### src/rtl/cnt_pkg.sv
package cnt_pkg;
    typedef enum logic [1:0] {
        M_CLEAR,
        M_LOAD,
        M_COUNT,
        M_HOLD
    } mode_t;
endpackage

### src/rtl/cnt_mode_dec.sv
module cnt_mode_dec
    import cnt_pkg::*;
(
    input  logic  clr_n,
    input  logic  ld_n,
    input  logic  en_par,
    input  logic  en_trk,
    output mode_t mode
);
    // priority: clear, then load, then count, else hold
    always_comb begin
        if (!clr_n)
            mode = M_CLEAR;
        else if (!ld_n)
            mode = M_LOAD;
        else if (en_par && en_trk)
            mode = M_COUNT;
        else
            mode = M_HOLD;
    end
endmodule

### src/rtl/cnt_slice.sv
module cnt_slice
    import cnt_pkg::*;
#(
    parameter int NIB = 4
) (
    input  logic           clk,
    input  logic           clr_n,
    input  logic           ld_n,
    input  logic           en_par,
    input  logic           en_trk,
    input  logic [NIB-1:0] d,
    output logic [NIB-1:0] q,
    output logic           tc
);
    mode_t          mode;
    logic [NIB-1:0] q_r;
    logic [NIB-1:0] q_nx;

    cnt_mode_dec u_dec (
        .clr_n  (clr_n),
        .ld_n   (ld_n),
        .en_par (en_par),
        .en_trk (en_trk),
        .mode   (mode)
    );

    // next-state selection per mode
    always_comb begin
        unique case (mode)
            M_CLEAR: q_nx = '0;
            M_LOAD:  q_nx = d;
            M_COUNT: q_nx = q_r + NIB'(1);
            M_HOLD:  q_nx = q_r;
            default: q_nx = q_r;
        endcase
    end

    // state register
    always_ff @(posedge clk) begin
        q_r <= q_nx;
    end

    // outputs: terminal count ignores the parallel enable
    always_comb begin
        q  = q_r;
        tc = (&q_r) & en_trk;
    end
endmodule

### src/rtl/cnt_chain.sv
module cnt_chain #(
    parameter int SLICES    = 3,
    parameter int NIB       = 4,
    parameter bit LOOKAHEAD = 1'b1
) (
    input  logic                    clk,
    input  logic                    clr_n,
    input  logic                    ld_n,
    input  logic [SLICES*NIB-1:0]   data_i,
    input  logic                    en_par,
    input  logic                    en_trk,
    output logic [SLICES*NIB-1:0]   q_o,
    output logic                    carry_o
);
    localparam int W = SLICES * NIB;

    logic [SLICES-1:0] tc;
    logic [SLICES-1:0] ep;
    logic [SLICES-1:0] et;

    for (genvar g = 0; g < SLICES; g++) begin : g_slice
        if (g == 0) begin : g_first
            assign ep[g] = en_par;
            assign et[g] = en_trk;
        end else if (LOOKAHEAD) begin : g_look
            // slice 0 terminal count fans out to every higher parallel enable
            assign ep[g] = tc[0] & en_par;
            if (g == 1) begin : g_t1
                assign et[g] = en_trk;
            end else begin : g_tn
                assign et[g] = tc[g-1];
            end
        end else begin : g_ripple
            assign ep[g] = en_par;
            assign et[g] = tc[g-1];
        end

        cnt_slice #(.NIB(NIB)) u_slice (
            .clk    (clk),
            .clr_n  (clr_n),
            .ld_n   (ld_n),
            .en_par (ep[g]),
            .en_trk (et[g]),
            .d      (data_i[g*NIB +: NIB]),
            .q      (q_o[g*NIB +: NIB]),
            .tc     (tc[g])
        );
    end

    if (LOOKAHEAD && SLICES > 1) begin : g_carry_look
        // upper chain skips slice 0 in its trickle path, so qualify with it
        assign carry_o = tc[SLICES-1] & tc[0];
    end else begin : g_carry_rip
        assign carry_o = tc[SLICES-1];
    end
endmodule

### config.mk
export PLATFORM = sky130hd
export DESIGN_NAME = cnt_chain
export DESIGN_NICKNAME = d
export VERILOG_FILES = /design/src/rtl/cnt_pkg.sv /design/src/rtl/cnt_mode_dec.sv /design/src/rtl/cnt_slice.sv /design/src/rtl/cnt_chain.sv
export SDC_FILE = /design/constraint.sdc
export NUM_CORES = 1
export LEC_CHECK = 0
export BUFFER_PORTS_ARGS = -buffer_cell sky130_fd_sc_hd__buf_2
export CAP_MARGIN = 20
export CORE_MARGIN = 3
export CORE_UTILIZATION = 50
export DETAILED_ROUTE_END_ITERATION = 6
export PLACE_DENSITY = 0.81
export SYNTH_ARGS = -nofsm -noshare
export SYNTH_HDL_FRONTEND = slang
export SYNTH_SLANG_ARGS = --single-unit
### constraint.sdc
create_clock -name clk -period 4.17 [get_ports clk]
set_clock_uncertainty 0.1 [all_clocks]
set_input_delay 0.417 -clock clk [delete_from_list [all_inputs] [get_ports clk]]
set_output_delay 0.417 -clock clk [all_outputs]
set_load 0.02 [all_outputs]
==> impl_metrics.tcl <==
set metrics [dict create \
    place.gp.congestion 0.799 \
    async_flop_share 0 \
    cts_root_buffer "clkbuf_4" \
    grt_pass1_wl_mm 2.74 \
    grt_pass1_vias 657 \
    synth_compound_area_frac 0.119 \
    avgSynthCellArea_sq_um 10.4 \
    power.leakage_nw 0.466 \
    wl_per_cell_um 13.6 \
    ios 30 \
    worst-r2r-setup-slack_ps 1980 \
    cp_cell_sequence "ha_1, nand4_1, o31ai_2, ha_1, or3b_1, o211ai_1" \
    tns_ps 0 \
    cts_buffers 3 \
    crit_end "g_slice[2].u_slice.q[3]" \
    hp-class "primary input to flop" \
    ys_types 22 \
    startpoint "g_slice[0].u_slice.q[0]" \
    power_density_nw_per_um2 296 \
    num_vias 690 \
    yosysWarnings 0 \
    grt-ovfl-total 0 \
    synth_edf_count 12 \
    relSlewSlack 0.814 \
    dp_hpwl_mm 1.38 \
    wl_mm 1.68 \
    final-hold-violation-count 0 \
    post_cts_buffers 0 \
    synthesis.area_sq_um 791 \
    ys_seq_area_frac 0.456 \
    ir_drop_v 0.000171 \
    status "finished, final reports clean" \
    grt_usage 0.184 \
    reg2reg_to "g_slice[2].u_slice.q[3]" \
    ys_ff_latch 12 \
    cp_max_fo 6 \
    dr.pass1.iters 4 \
    final_antenna_net_count 0 \
    largest_reg_flops 12 \
    clkSlewWorstSetupHoldPaths_ps 80 \
    finalWorstSetupSlack_ps 1980 \
    n_fill_cell 109 \
    rsz0062_at_grt "no" \
    start_kind "flop" \
    viasPerCell 5.56 \
    total_power_w 0.000291 \
    synth_simple_gate_area_frac 0.210 \
    reg2reg_from "g_slice[0].u_slice.q[0]" \
    fp.dieW_um 45.8 \
    clock-sinks 12 \
    synthCells 76 \
    worst_ep_required_time_ps 4180 \
    finalSetupViolations 0 \
    synth_mux_area_frac 0 \
    cts-resized-gates 0 \
    drc 0 \
    initial_utilization 0.572 \
    drive_gt1_frac 0.303 \
    layout.nets 136 \
    cp_slowest_cell "edfxtp_1" \
    worst_pin_slew_ps 276 \
    fmax_mhz 456 \
    portBuffers 29 \
    design_area_sq_um 981 \
    hold_depth 3 \
    core_sq_um 1380 \
    clock_path_buffers 2 \
    maxCapViolCount 0 \
    htree_levels 1 \
    arrival_ps 2200 \
    antenna_found_initial 0 \
    dr.first_iter.drc_count 20 \
    synth_flop_cell "edfxtp_1" \
    r2r_cells 6 \
    grt_max_degree 8 \
    place_ws_ps 1990 \
    synth_nets 102 \
    fp-row-count 13 \
    critPathMaxStageDelay_ps 400 \
    crit_top_cell "ha_1" \
    post-route-min-period_ps 2190 \
    crit_type "flop to flop" \
    placed_area_sq_um 955 \
    clock_latency_ps 270 \
    cts_tree "done" \
    dieArea_sq_um 2090 \
    maxSlewViolCount 0 \
    finalCritPeriodShare 0.526 \
    holdBufCountCts 0 \
    die_h_um 45.8 \
    antenna_cells 0 \
    synth_xor_area_frac 0.0443 \
    synth_top_family_by_area "simple AND/OR/NAND/NOR gates" \
    syn_to_final_growth_pct 24.1 \
    cp-end-kind "flop" \
    synth_adder_area_share 0.142 \
]
## layout by cell type, fill, tap and decap left out, types with 2 or more instances in the layout
cell,n
a21oi_1,2
nand3_1,3
nor2_1,5
edfxtp_1,12
a22oi_1,4
inv_1,6
ha_1,9
nand2_1,10
nand4_1,3
xor2_1,3
buf_2,29
o21ai_0,5
nand4b_1,2
nand3b_1,2
clkbuf_4,3
nand2b_1,2
## critical path, delay by kind of cell (launching register included)
family | cells | cell delay (ps)
adder cells (fa/ha/maj) | 2 | 530
flip-flops | 1 | 400
AND/OR/NAND/NOR | 2 | 550
AO/OA/AOI/OAI | 2 | 450
## metal layers
| layer | wire (um) | GRT usage | part of all wire | up-vias |
|---|---|---|---|---|
| met4 | 12 | 0.0511 | 0.0071 | 0 |
| met1 | 753 | 0.215 | 0.45 | 323 |
| li1 | - | - | - | 345 |
| met2 | 819 | 0.337 | 0.49 | 20 |
| met3 | 98 | 0.0356 | 0.058 | 2 |
| met5 | 0 | 0 | 0 | - |
## through the flow
step / cells / util / hold slack (ps)
after CTS: 124 / 0.710 / 329
after global routing: 124 / 0.710 / 340
after detailed placement: 120 / 0.690 / 565
after floorplan: 76 / - / 504
after global placement: 120 / 0.690 / 541
final: 124 / 0.710 / 326
## cells by family after synthesis
logic type,after synthesis
compound gates,14
xor+xnor,4
fa+ha+maj,9
buf+inv,6
flops,12
simple gates,31
## where the power goes
| group | internal (W) | leakage (nW) | switching (W) |
|---|---|---|---|
| clock | 0.0000346 | 0.0154 | 0.0000388 |
| combinational | 0.0000259 | 0.314 | 0.0000373 |
| sequential | 0.000145 | 0.137 | 0.00000950 |
| total | 0.000205 | 0.466 | 0.0000856 |
## synthesized netlist by cell type (2+ instances only)
library cell / n / area share
xor2_1: 3 / 0.033
nand2b_1: 2 / 0.016
a22oi_1: 4 / 0.038
nand2_1: 10 / 0.047
nand4_1: 3 / 0.024
edfxtp_1: 12 / 0.46
nor2_1: 5 / 0.024
nand4b_1: 2 / 0.022
nand3_1: 3 / 0.019
inv_1: 6 / 0.028
o21ai_0: 5 / 0.032
a21oi_1: 2 / 0.013
nand3b_1: 2 / 0.019
ha_1: 9 / 0.14
## cell type report
type | count | area [sq um] | area share
multi-input cells | 58 | 408 | 0.416
flip-flops and latches | 12 | 360 | 0.367
repair buffers | 29 | 145 | 0.148
clock buffers | 3 | 22.5 | 0.0230
inverters | 6 | 22.5 | 0.0230
well taps | 15 | 18.8 | 0.0191
clock inverters | 1 | 3.75 | 0.00383
## worst min path at each step
stage                                  from                      end
global route                      data_i[1]  g_slice[0].u_slice.q[1]
global placement    g_slice[0].u_slice.q[0]  g_slice[0].u_slice.q[0]
finish                            data_i[0]  g_slice[0].u_slice.q[0]
floorplan                         data_i[0]  g_slice[0].u_slice.q[0]
detailed placement  g_slice[0].u_slice.q[0]  g_slice[0].u_slice.q[0]
CTS                               data_i[0]  g_slice[0].u_slice.q[0]
No activity file was read; power rests on OpenSTA's default activity.
